[config.mk]
export PLATFORM = sky130hd
export DESIGN_NAME = scan_readout
export DESIGN_NICKNAME = d
export VERILOG_FILES = /design/src/rtl/scan_pkg.sv /design/src/rtl/scan_decode.sv /design/src/rtl/scan_source_mux.sv /design/src/rtl/scan_shifter.sv /design/src/rtl/scan_readout.sv
export SDC_FILE = /design/constraint.sdc
export NUM_CORES = 1
export LEC_CHECK = 0
export BUFFER_PORTS_ARGS = -buffer_cell sky130_fd_sc_hd__buf_2
export CORE_AREA = 2 2 107 109
export CTS_BUF_LIST = sky130_fd_sc_hd__clkbuf_4 sky130_fd_sc_hd__clkbuf_8
export DETAILED_ROUTE_END_ITERATION = 12
export DIE_AREA = 0 0 109 111
export GPL_TIMING_DRIVEN = 0
export PLACE_DENSITY_LB_ADDON = 0.3
export SETUP_SLACK_MARGIN = 0.5
export SLEW_MARGIN = 20
export SYNTH_ARGS = -nofsm -noshare
export SYNTH_HDL_FRONTEND = slang
export SYNTH_HIERARCHICAL = 1
export SYNTH_SLANG_ARGS = --single-unit
[constraint.sdc]
create_clock -name clk_i -period 2 [get_ports clk_i]
set_input_delay 0.4 -clock clk_i [delete_from_list [all_inputs] [get_ports clk_i]]
set_output_delay 0.4 -clock clk_i [all_outputs]
set_load 0.01 [all_outputs]
[src/rtl/scan_pkg.sv]
package scan_pkg;

  typedef enum logic [1:0] {
    SRC_NONE = 2'd0,
    SRC_REG  = 2'd1,
    SRC_CNT  = 2'd2
  } src_kind_e;

  typedef struct packed {
    src_kind_e  kind;
    logic [7:0] idx;
  } scan_hit_t;

endpackage

[src/rtl/scan_decode.sv]
module scan_decode
  import scan_pkg::*;
#(
  parameter int ADDR_W    = 6,
  parameter int SCAN_BASE = 32,
  parameter int NUM_REGS  = 19,
  parameter int NUM_CNTS  = 3
) (
  input  logic [ADDR_W-1:0] addr_i,
  output scan_hit_t         hit_o
);
  localparam int REG_END = SCAN_BASE + NUM_REGS;
  localparam int CNT_END = REG_END + NUM_CNTS;

  always_comb begin
    int a;
    a = int'(32'(addr_i));
    hit_o.kind = SRC_NONE;
    hit_o.idx  = '0;
    if (a >= SCAN_BASE && a < REG_END) begin
      hit_o.kind = SRC_REG;
      hit_o.idx  = 8'(a - SCAN_BASE);
    end else if (a >= REG_END && a < CNT_END) begin
      hit_o.kind = SRC_CNT;
      hit_o.idx  = 8'(a - REG_END);
    end
  end
endmodule

[src/rtl/scan_source_mux.sv]
module scan_source_mux
  import scan_pkg::*;
#(
  parameter int DATA_W   = 12,
  parameter int NUM_REGS = 19,
  parameter int NUM_CNTS = 3
) (
  input  logic [NUM_REGS*DATA_W-1:0] reg_bank_i,
  input  logic [NUM_CNTS*DATA_W-1:0] cnt_bank_i,
  input  scan_hit_t                  hit_i,
  output logic [DATA_W-1:0]          word_o
);
  localparam int NUM_SRC = NUM_REGS + NUM_CNTS;

  logic [DATA_W-1:0] src_w [NUM_SRC];

  for (genvar g = 0; g < NUM_REGS; g++) begin : g_reg
    assign src_w[g] = reg_bank_i[g*DATA_W +: DATA_W];
  end
  for (genvar g = 0; g < NUM_CNTS; g++) begin : g_cnt
    assign src_w[NUM_REGS+g] = cnt_bank_i[g*DATA_W +: DATA_W];
  end

  always_comb begin
    int sel;
    sel    = -1;
    word_o = '0;
    case (hit_i.kind)
      SRC_REG: sel = int'(hit_i.idx);
      SRC_CNT: sel = NUM_REGS + int'(hit_i.idx);
      default: sel = -1;
    endcase
    for (int i = 0; i < NUM_SRC; i++) begin
      if (sel == i) word_o = src_w[i];
    end
  end
endmodule

[src/rtl/scan_shifter.sv]
module scan_shifter #(
  parameter int DATA_W = 12
) (
  input  logic              clk_i,
  input  logic              rst_ni,
  input  logic              load_i,
  input  logic              start_i,
  input  logic [DATA_W-1:0] word_i,
  output logic              active_o,
  output logic              bit_o
);
  localparam int CNT_W = $clog2(DATA_W + 1);

  logic [DATA_W-1:0] shreg_q;
  logic [CNT_W-1:0]  left_q;
  logic              active_q;

  always_ff @(posedge clk_i or negedge rst_ni) begin
    if (!rst_ni) begin
      active_q <= 1'b0;
      shreg_q  <= '0;
      left_q   <= '0;
    end else if (load_i) begin
      active_q <= start_i;
      shreg_q  <= start_i ? word_i : '0;
      left_q   <= start_i ? CNT_W'(DATA_W) : '0;
    end else if (active_q && left_q != '0) begin
      // shift in zeros so the tail reads 0
      shreg_q <= {1'b0, shreg_q[DATA_W-1:1]};
      left_q  <= left_q - 1'b1;
    end
  end

  assign active_o = active_q;
  assign bit_o    = shreg_q[0];
endmodule

[src/rtl/scan_readout.sv]
module scan_readout
  import scan_pkg::*;
#(
  parameter int DATA_W    = 12,
  parameter int ADDR_W    = 6,
  parameter int SCAN_BASE = 32,
  parameter int NUM_REGS  = 19,
  parameter int NUM_CNTS  = 3
) (
  input  logic                       clk_i,
  input  logic                       rst_ni,
  input  logic                       addr_load_i,
  input  logic [ADDR_W-1:0]          addr_i,
  input  logic [NUM_REGS*DATA_W-1:0] reg_bank_i,
  input  logic [NUM_CNTS*DATA_W-1:0] cnt_bank_i,
  input  logic                       field_i,
  output logic                       pin_o,
  output logic                       scan_data_o,
  output logic                       scan_sel_o,
  output logic                       count_clk_en_o
);
  scan_hit_t         hit;
  logic [DATA_W-1:0] word;
  logic              active;
  logic              sbit;

  scan_decode #(
    .ADDR_W   (ADDR_W),
    .SCAN_BASE(SCAN_BASE),
    .NUM_REGS (NUM_REGS),
    .NUM_CNTS (NUM_CNTS)
  ) u_decode (
    .addr_i(addr_i),
    .hit_o (hit)
  );

  scan_source_mux #(
    .DATA_W  (DATA_W),
    .NUM_REGS(NUM_REGS),
    .NUM_CNTS(NUM_CNTS)
  ) u_mux (
    .reg_bank_i(reg_bank_i),
    .cnt_bank_i(cnt_bank_i),
    .hit_i     (hit),
    .word_o    (word)
  );

  scan_shifter #(
    .DATA_W(DATA_W)
  ) u_shift (
    .clk_i   (clk_i),
    .rst_ni  (rst_ni),
    .load_i  (addr_load_i),
    .start_i (hit.kind != SRC_NONE),
    .word_i  (word),
    .active_o(active),
    .bit_o   (sbit)
  );

  assign scan_data_o    = sbit;
  assign scan_sel_o     = active;
  assign count_clk_en_o = ~active;
  assign pin_o          = active ? sbit : field_i;
endmodule

Word level (Yosys, flattened, before mapping)
Index checks and enable logic that the tools add are counted.
- output and inout bits: 4
- logic and storage cells: 74
- bits of input ports: 274
- bits in registers: 17
- multiplexer cells: 32
- order comparisons: 4
- bitwise logic cells: 1
- $add $sub $neg: 4
- reductions and logical operators: 7
- equality and inequality tests: 23
- operators by type and width (operator ; number):
    12-bit two-way mux ; 25
    32-bit by 5-bit == test with 1-bit output (second input constant) ; 8
    32-bit by 6-bit == test with 1-bit output (second input constant) ; 6
    32-bit by 4-bit == test with 1-bit output (second input constant) ; 4
    32-bit by 3-bit == test with 1-bit output (second input constant) ; 2
    32-bit one-hot mux with 2 select lines ; 1
    32-bit by 2-bit == test with 1-bit output (second input constant) ; 1
    32-bit zero test ; 1
    10-bit two-way mux ; 2
    6-bit by 6-bit subtractor with 7-bit output (second input constant) ; 2
    6-bit >= comparator (second input constant) ; 2
    6-bit less-than comparator (second input constant) ; 2
    4-bit two-way mux ; 3
    5-bit by 8-bit adder with 9-bit output (first input constant) ; 1
    2-bit nonzero test ; 2
    4-bit nonzero test ; 1
    4-bit by 1-bit subtractor with 4-bit output (second input constant) ; 1
    1-bit logical AND ; 3
    2-bit by 1-bit == test with 1-bit output (second input constant) ; 1
    2-bit == test (second input constant) ; 1
    1-bit two-way mux ; 1
    1-bit inverter ; 1

Longest topological paths before layout
- word-level depth: 31
- depth in mapped cells: 21

Modules after synthesis
The synthesis kept the hierarchy.
- by module, submodules not included (module ; area an instance (sq um) ; cells an instance ; times used ; seq. area each (sq um)):
    scan_source_mux ; 3144.3 ; 504 ; 1 ; 0.0
    scan_shifter ; 934.6 ; 93 ; 1 ; 425.4
    scan_decode ; 202.7 ; 30 ; 1 ; 0.0
    scan_readout ; 25.0 ; 3 ; 1 ; 0.0

Worst setup path after synthesis
OpenSTA, ideal clock, no wires.
- kind: input -> register
- from: in addr_i[0]
- to: reg u_shift.shreg_q[8]
- setup slack: -2059 ps
- buffers on the path: 1
- setup time: 149 ps
- arrival time: 3909 ps
- stages: 17
- cells stage by stage: a211oi_2 -> o21a_2 -> mux2i_1 -> inv_1 -> ha_1 -> nand3b_1 -> a32o_2 -> o21a_1 -> buf_6 -> a222oi_1 -> o32ai_1 -> a2111o_1 -> a2111o_1 -> a31oi_1 -> o211ai_1 -> nand2_1 -> o311ai_2
- RTL lines (what ; line ; RTL):
    start, declared ; scan_readout.sv:13 ; input logic [ADDR_W-1:0] addr_i,
    end signal, assigned ; scan_shifter.sv:25 ; shreg_q <= start_i ? word_i : '0;
    end signal, assigned ; scan_shifter.sv:29 ; shreg_q <= {1'b0, shreg_q[DATA_W-1:1]};
    end, declared ; scan_shifter.sv:14 ; logic [DATA_W-1:0] shreg_q;

==> results.yml <==
power_and_ir_drop:
  combPwrFrac_pct: 67.9
  p_leak_uw: 0.00326
  p_switching_uw: 891
  p_int_uw: 1170
  switching_share_pct: 43.3
  powerDensity_mw_per_mm2: 277
  power_frac_clock_pct: 13.9
  seqPwrFrac_pct: 18.2
  ir_worst_vdd_v: 0.000202
  total_power_uw: 2060
critical_path:
  required_ps: 2120
  critPathTopFamily: "simple AND/OR/NAND/NOR gates"
  rr_endpoint: "u_shift/shreg_q[1]"
  reg2reg_depth: 7
  crit_fanout: 10
  critical_path_buf_inv_count: 3
  worstSetupEndpointType: "flop"
  slowest_delay_ps: 490
  path_cells: "buf_6, ha_2, or3_1, nand4_1, o211ai_4, buf_4, o211ai_1, mux2i_1, and2_2, buf_4, nand3_1, nor4_4, a2111oi_0, a2111o_1, a31oi_2, o211ai_1, nand2_1, o311ai_2"
  start_kind: "input port"
  critical_path_arrival_ps: 4290
  critPathKind: "input port to flop"
  crit_slowest_cell: "a2111o_1"
  rrSetupSlack_ps: 180
  timing.rr.start: "u_shift/left_q[0]"
  path_depth: 18
global_routing:
  grt_use_total_pct: 41.6
  grt_pass1_wl_um: 38500
  overflow: 0
  grt_max_degree: 18
  grt_pass1_vias: 7049
  antenna_found_initial: 5
routing:
  avgRoutedWirePerCell_um: 23.9
  vias_per_cell: 6.77
  drcViolationCount: 0
  final_antenna_net_count: 0
  drt-initial-drc-count: 1101
  drt-total-wl_um: 26800
  first_pass_iters: 7
  vias: 7597
sta:
  rsz0062_at_grt: "yes"
  relSlewSlack_pct: 52.5
  holdWs_ps: 64.2
  setup_viol: 12
  tightest_slew_ps: 713
  period_minus_slack_ps: 4180
  worst_slack_ps: -2180
  slew_violations: 0
  fin_skew_ps: 5.04
  setup_tns_ps: -24090
  max_freq_mhz: 239
  fin_crit_sh_pct: 209
  hold_violations: 0
die:
  ioPinCount: 278
  core_area_mm2: 0.0111
  start_util_pct: 38.9
  dieArea_mm2: 0.0121
  die_y_um: 111
  die_w_um: 109
  fp-row-count: 39
run:
  max_cap_violations: 0
cells_and_area:
  regArea_um2: 425
  synthToLayoutAreaGrowth_pct: 72.7
  num-fill-cells: 941
  nets: 1255
  multi_input_area_mm2: 0.00422
  final_cells: 1122
  drive_gt1_share_pct: 54.3
cts:
  holdBufCountCts: 0
  cts_tree: "done"
  cts_root_buf: "clkbuf_8"
  clk_latency_ps: 260
  htreeDepth: 1
  cts_buffer_depth: 2
  clock-sinks: 17
  numCtsBuffers: 3
  clkTransAtPathRegs_ps: 70
run_status:
  status: "finished, violations left"
  violations: "setup timing"
logic_synthesis:
  synth_seq_area_share_pct: 9.88
  netlist_instances: 630
  yosysTopAreaCell: "dfrtp_1"
  synth_edf_count: 0
  ys.flop_type: "dfrtp_1"
  avgSynthCellArea_um2: 6.84
  synthTopCellsByCount: "nand2_1 (60), nor2_1 (60), nand4_1 (32)"
  syn_area_mm2: 0.00431
  ys.warnings.count: 6
  synthArstFlopShare_pct: 100
  synth.top_cell.area_share_pct: 9.88
  netlist_top_cells_area: "dfrtp_1 (9.9%), nand2_1 (5.2%), nor2_1 (5.2%), nand4_1 (4.6%), a22oi_1 (3.7%)"
  synth_nets: 909
  ys_ff_latch: 17
  ys_types: 85
worst_hold_path:
  hold_class: "input port to async pin"
placement:
  io_buffers: 277
  gp_congestion: 1.03
  dp_cells: 1050
  hpwl_um: 19900
  pre_cts_slack_ps: -3110
==> flip-flops by register name, summed over array words and instances (netlist names) <==
register,count
u_shift/active_o,1
u_shift/left_q,4
u_shift/shreg_q,12
==> metrics by stage <==
step,area [µm²],utilization (%)
2_1_floorplan,4410,-
3_3_place_gp,5980,54.0
3_5_place_dp,5980,54.0
4_1_cts,7030,63.4
5_1_grt,7440,67.2
6_report,7440,67.2
==> layer usage <==
layer	part of all wire (%)	GRT usage [%]
met5	0.049	0
met4	7.1	22.3
met3	14	10.8
met2	45	65.5
met1	34	51.3
==> final cells by class <==
type	instances	share of cell area [%]
flip-flops and latches	17	5.72
plain buffers	47	6.43
repair buffers	341	26.3
diodes	4	0.135
inverters	32	1.61
multi-input cells	534	56.8
clock buffers	4	0.656
well taps	143	2.41
==> placed cells by master, fill, tap and decap left out, types with 11 or more instances in the layout <==
master / Yosys / routed
nand3_1: 25 / 16
buf_2: 14 / 283
o21ai_0: 18 / 12
nor3_1: 30 / 21
a21oi_1: 22 / 19
o22ai_1: 15 / 15
nand2_1: 60 / 52
a22oi_1: 21 / 19
nor2_1: 60 / 46
dfrtp_1: 17 / 17
buf_6: 4 / 11
inv_1: 31 / 27
nand4_1: 32 / 32
buf_4: 5 / 64
a222oi_1: 14 / 14
==> repair_timing <==
| item | in CTS | in global routing |
|---|---|---|
| gates cloned | 2 | 0 |
| pin swaps | 49 | 42 |
| buffers inserted | 44 | 18 |
| endpoints found under the setup margin | 18 | 18 |
| gates resized for setup | 147 | 62 |
==> power groups by stage <==
| stage | Clock, µW | Sequential [µW] | Combinational [µW] |
|---|---|---|---|
| floorplan | 0 | 378 | 479 |
| global placement | 0 | 379 | 948 |
| detailed placement | 0 | 380 | 954 |
| CTS | 287 | 372 | 1230 |
| global route | 299 | 376 | 1460 |
| finish | 287 | 374 | 1400 |
==> worst max path at each step <==
stage / startpoint / to / slack, ps
final: addr_i[0] / u_shift/shreg_q[8] / -2180
after floorplan: addr_i[1] / u_shift/shreg_q[10] / -1840
after global placement: addr_i[1] / u_shift/shreg_q[4] / -3130
after global routing: addr_i[1] / u_shift/shreg_q[8] / -2310
after detailed placement: addr_i[1] / u_shift/shreg_q[4] / -3110
after CTS: addr_i[1] / u_shift/shreg_q[8] / -2010
==> cell families (layout without fill, tap and decap cells) <==
family / count (synthesis) / count (layout) / share of synthesized area (%)
AND/OR/NAND/NOR: 291 / 291 / 35.3
AO/OA/AOI/OAI: 231 / 231 / 43.4
buffers and inverters: 79 / 424 / 8.43
flip-flops: 17 / 17 / 9.88
adder cells (fa/ha/maj): 5 / 5 / 1.45
multiplexers: 5 / 5 / 1.28
other: 1 / 5 / 0.0871
XOR/XNOR: 1 / 1 / 0.203
Note: power is estimated with default switching activity, not from simulation.
